<file path="config.mk">
export PLATFORM = sky130hd
export DESIGN_NAME = iadd_ripple
export DESIGN_NICKNAME = d
export VERILOG_FILES = /design/src/rtl/iadd_pkg.sv /design/src/rtl/iadd_operand.sv /design/src/rtl/iadd_step.sv /design/src/rtl/iadd_ripple.sv
export SDC_FILE = /design/constraint.sdc
export NUM_CORES = 1
export LEC_CHECK = 0
export BUFFER_PORTS_ARGS = -buffer_cell sky130_fd_sc_hd__buf_2
export CORE_ASPECT_RATIO = 0.8
export CORE_MARGIN = 8
export CORE_UTILIZATION = 50
export DETAILED_ROUTE_END_ITERATION = 12
export HOLD_SLACK_MARGIN = 0.15
export PLACE_DENSITY = 0.77
export SLEW_MARGIN = 20
export SYNTH_ARGS = -nofsm -noshare
export SYNTH_HDL_FRONTEND = slang
export SYNTH_SLANG_ARGS = --single-unit
</file>
<file path="constraint.sdc">
create_clock -name clk -period 2.9 [get_ports clk]
set_input_delay 0.145 -clock clk [delete_from_list [all_inputs] [get_ports clk]]
set_output_delay 0.145 -clock clk [all_outputs]
set_load 0.01 [all_outputs]
</file>
<file path="src/rtl/iadd_pkg.sv">
package iadd_pkg;
  localparam int unsigned IADD_WIDTH = 16;
endpackage

</file>
<file path="src/rtl/iadd_operand.sv">
module iadd_operand #(
  parameter int unsigned WIDTH = 16
) (
  input  logic             sub_mode,
  input  logic [WIDTH-1:0] op_b,
  output logic [WIDTH-1:0] addend,
  output logic             inject
);
  // subtract: add the one's complement plus a 1 in bit 0
  always_comb begin
    addend = sub_mode ? ~op_b : op_b;
    inject = sub_mode;
  end
endmodule

</file>
<file path="src/rtl/iadd_step.sv">
module iadd_step #(
  parameter int unsigned WIDTH = 16
) (
  input  logic [WIDTH-1:0] lhs,
  input  logic [WIDTH-1:0] rhs,
  input  logic             inject,
  output logic [WIDTH-1:0] part_sum,
  output logic [WIDTH-1:0] carries,
  output logic             top_carry
);
  logic [WIDTH-1:0] gen;

  always_comb begin
    gen       = lhs & rhs;
    part_sum  = lhs ^ rhs;
    carries   = {gen[WIDTH-2:0], inject};
    top_carry = gen[WIDTH-1];
  end
endmodule

</file>
<file path="src/rtl/iadd_ripple.sv">
module iadd_ripple
  import iadd_pkg::*;
#(
  parameter int unsigned WIDTH = IADD_WIDTH
) (
  input  logic             clk,
  input  logic             rst_n,
  input  logic             start,
  input  logic             sub_mode,
  input  logic [WIDTH-1:0] op_a,
  input  logic [WIDTH-1:0] op_b,
  output logic [WIDTH-1:0] result,
  output logic             busy,
  output logic             carry_out
);
  localparam int unsigned LW = $clog2(WIDTH + 2);
  localparam int unsigned TW = WIDTH + 2;

  logic [WIDTH-1:0] acc_q, acc_d;
  logic [WIDTH-1:0] car_q, car_d;
  logic             cout_q, cout_d;
  logic             accept, step_en;

  logic [WIDTH-1:0] cond_b;
  logic             cond_inj;
  logic [WIDTH-1:0] s_lhs, s_rhs, s_sum, s_car;
  logic             s_inj, s_top;

  iadd_operand #(.WIDTH(WIDTH)) u_operand (
    .sub_mode (sub_mode),
    .op_b     (op_b),
    .addend   (cond_b),
    .inject   (cond_inj)
  );

  iadd_step #(.WIDTH(WIDTH)) u_step (
    .lhs       (s_lhs),
    .rhs       (s_rhs),
    .inject    (s_inj),
    .part_sum  (s_sum),
    .carries   (s_car),
    .top_carry (s_top)
  );

  always_comb begin
    accept  = start && (car_q == '0);
    step_en = accept || (car_q != '0);
    s_lhs   = accept ? op_a   : acc_q;
    s_rhs   = accept ? cond_b : car_q;
    s_inj   = accept && cond_inj;
    acc_d   = acc_q;
    car_d   = car_q;
    cout_d  = cout_q;
    if (step_en) begin
      acc_d  = s_sum;
      car_d  = s_car;
      cout_d = accept ? s_top : (cout_q | s_top);
    end
  end

  always_ff @(posedge clk or negedge rst_n) begin
    if (!rst_n) begin
      acc_q  <= '0;
      car_q  <= '0;
      cout_q <= 1'b0;
    end else if (step_en) begin
      acc_q  <= acc_d;
      car_q  <= car_d;
      cout_q <= cout_d;
    end
  end

  assign result    = acc_q;
  assign busy      = (car_q != '0);
  assign carry_out = cout_q;

  // ---------------- checks ----------------
  logic [LW-1:0] lat_q;
  logic [TW-1:0] total;

  always_ff @(posedge clk or negedge rst_n) begin
    if (!rst_n)                       lat_q <= '0;
    else if (accept)                  lat_q <= '0;
    else if (busy && lat_q != '1)     lat_q <= lat_q + 1'b1;
  end

  always_comb total = TW'(acc_q) + TW'(car_q) + (TW'(cout_q) << WIDTH);

  AST_LAT_BOUND: assert property (@(posedge clk) disable iff (!rst_n)
    lat_q <= LW'(WIDTH));
  AST_SUM_KEPT: assert property (@(posedge clk) disable iff (!rst_n)
    busy |=> total == $past(total));
  AST_BIT0_CLEAR: assert property (@(posedge clk) disable iff (!rst_n)
    busy |=> !car_q[0]);
  AST_COUT_STICKY: assert property (@(posedge clk) disable iff (!rst_n)
    (busy && carry_out) |=> carry_out);
  AST_ZERO_ADDEND: assert property (@(posedge clk) disable iff (!rst_n)
    (start && !busy && !sub_mode && op_b == '0) |=> (!busy && result == $past(op_a)));
  AST_IDLE_HOLD: assert property (@(posedge clk) disable iff (!rst_n)
    (!busy && !start) |=> ($stable(result) && $stable(carry_out) && !busy));
  AST_BUSY_IGNORE: assert property (@(posedge clk) disable iff (!rst_n)
    (busy && start) |=> total == $past(total));
endmodule

</file>
==> metrics.csv <==
metric,value,unit
r2r worst-path depth,7,
Worst-path clk slew,60,ps
fillers,307,
FF+latch area,826,µm²
post-synthesis cell area,1960,µm²
First-pass DRT Iterations,4,
DR iter-0 viols,47,
Reg2Reg Launch Point,car_q[5]$_DFFE_PN0P_,
status,completed,
min-delay worst type,in2reg,
global route total overflow,0,
Critical Path RT,3070,ps
PD cells,1210,nW/µm²
Die X,86.0,µm
Max VDD drop,0.560,mV
Rel. slew slack,0.506,
RSZ-0062 raised after global routing,false,
worst skew pair latency,280,ps
skew final,2.75,ps
CTS Sinks,33,
post-route minimum period,2530,ps
Worst Tran Pin Value,741,ps
vias per inst,5.01,
final period utilization,0.873,
initial antenna violation count,0,
"most common cell after layout, fill and taps aside",buf_2,
core box area,3780,µm²
Nets,256,
Yosys warning total,0,
Multi-input gate area,1050,µm²
total number of vias,1297,
"Arr. time, crit path",2700,ps
fin. max-slew vios,0,
Hold Path Depth,3,
share of layout cells above drive strength 1,0.515,
"commonest non-fill, non-tap cells in the layout","buf_2 (53), dfrtp_1 (33), mux2_2 (21)",
Die Area,6200,µm²
Post-Route WL,4070,µm
gr usage total,0.140,
hold-fix buffers at CTS,1,
setup TNS,0,ps
Post-CTS Setup Inserts,0,
"Seq/Total Area, Yosys",0.421,
Die Y,72.0,µm
Top Ports,54,
HP Start,sub_mode,
Cells after Synth,149,
Mean Syn Cell Area,13.2,µm²
Peak Freq,0.395,GHz
DRT antenna net count,0,
Area Overhead vs Synth,19.7,%
GPL Wtd Cong,0.840,
syn_nets,201,
final setup fails,0,
clock root buffer,clkbuf_8,
routed len/inst,15.7,µm
worst hold slack,319,ps
pin count of the biggest net entering global routing,34,
PortBufs,53,
Final Hold Fails,0,
# rows,20,
Yosys cell types,19,
total CTS buffers,5,
maximum clock insertion buffer count,2,
max cap viols,0,
Post-CTS Resized,0,
LEAKAGE,1.21,nW
initial core utilization,0.519,
H-tree depth,2,
"FF+latch count, synth",33,
n_diodes,0,
type of origin of the critical path,register,
Critical Path Fanout Max,29,
Crit Path Category,reg2reg,
vias in the first global route,1445,
Critical Path Source,car_q[5]$_DFFE_PN0P_,
critical path capture point type,register,
first-pass GRT wire length,6730,µm
Remaining DRCs,0,
dpl hpwl,3060,µm
CTS tree,built,
[sequential cells by signal (all words and copies together), names as in the netlist]
name,cells
car_q,16
result,16
carry_out,1
[worst paths after layout]
kind | to | slack [ps]
min in group asynchronous | result[2]$_DFFE_PN0P_ | 460
max | result[7]$_DFFE_PN0P_ | 370
max in group asynchronous | result[7]$_DFFE_PN0P_ | 1970
max reg2reg | result[7]$_DFFE_PN0P_ | 370
min | car_q[0]$_DFFE_PN0P_ | 320
min reg2reg | carry_out$_DFFE_PN0P_ | 500
[Yosys cell counts (all sizes together)]
cell type / count / area [µm²]
nor2: 2 / 7.51
o2bb2ai: 1 / 8.76
clkbuf: 2 / 7.51
inv: 3 / 11.3
ha: 16 / 200
nand4: 1 / 6.26
xnor2: 16 / 140
dfrtp: 33 / 826
o21bai: 16 / 154
or2: 1 / 6.26
buf: 7 / 73.8
nor4: 4 / 25.0
mux2: 32 / 402
nor2b: 15 / 93.8
[final cells by class]
type,count,area share
sequential,33,0.352
tap,55,0.0293
clock buffer,7,0.0368
timing repair buffer,57,0.132
multi-input combinational,104,0.445
inverter,3,0.00479
[logic make-up after synthesis]
logic type	after synthesis	synth area share
buffers and inverters	12	0.0472
multiplexers	32	0.205
AO/OA/AOI/OAI	17	0.0829
flip-flops	33	0.421
adder cells (fa/ha/maj)	16	0.102
XOR/XNOR	16	0.0714
AND/OR/NAND/NOR	23	0.0708
[per-layer routing]
metal	track usage	vias up	wire (µm)
met2	0.223	30	1990
met5	0	-	0
met3	0.0440	7	209
met1	0.166	633	1800
li1	-	627	-
met4	0.0698	0	70
[where the power goes]
group / internal (W) / switching (W)
combinational: 0.000964 / 0.000751
clock: 0.000188 / 0.000159
sequential: 0.000663 / 0.000109
total: 0.00181 / 0.00102
[per-stage QoR]
step | utilization | setup slack (ps) | area (µm²) | cells | total power [W]
floorplan | - | 601 | 1960 | 149 | 0.00214
global placement | 0.596 | 441 | 2250 | 251 | 0.00242
detailed placement | 0.596 | 362 | 2250 | 251 | 0.00251
CTS | 0.622 | 351 | 2350 | 259 | 0.00288
global route | 0.622 | 266 | 2350 | 259 | 0.00307
finish | 0.622 | 368 | 2350 | 259 | 0.00283
[worst max-delay path, stage by stage (launching register included)]
cell and delay [ps]:
dfrtp_1 370, nor4_1 360, nand4_1 200, or2_2 410, buf_12 210, mux2_4 310
ha_1 280, mux2_2 260
(Power assumes the default switching activity.)
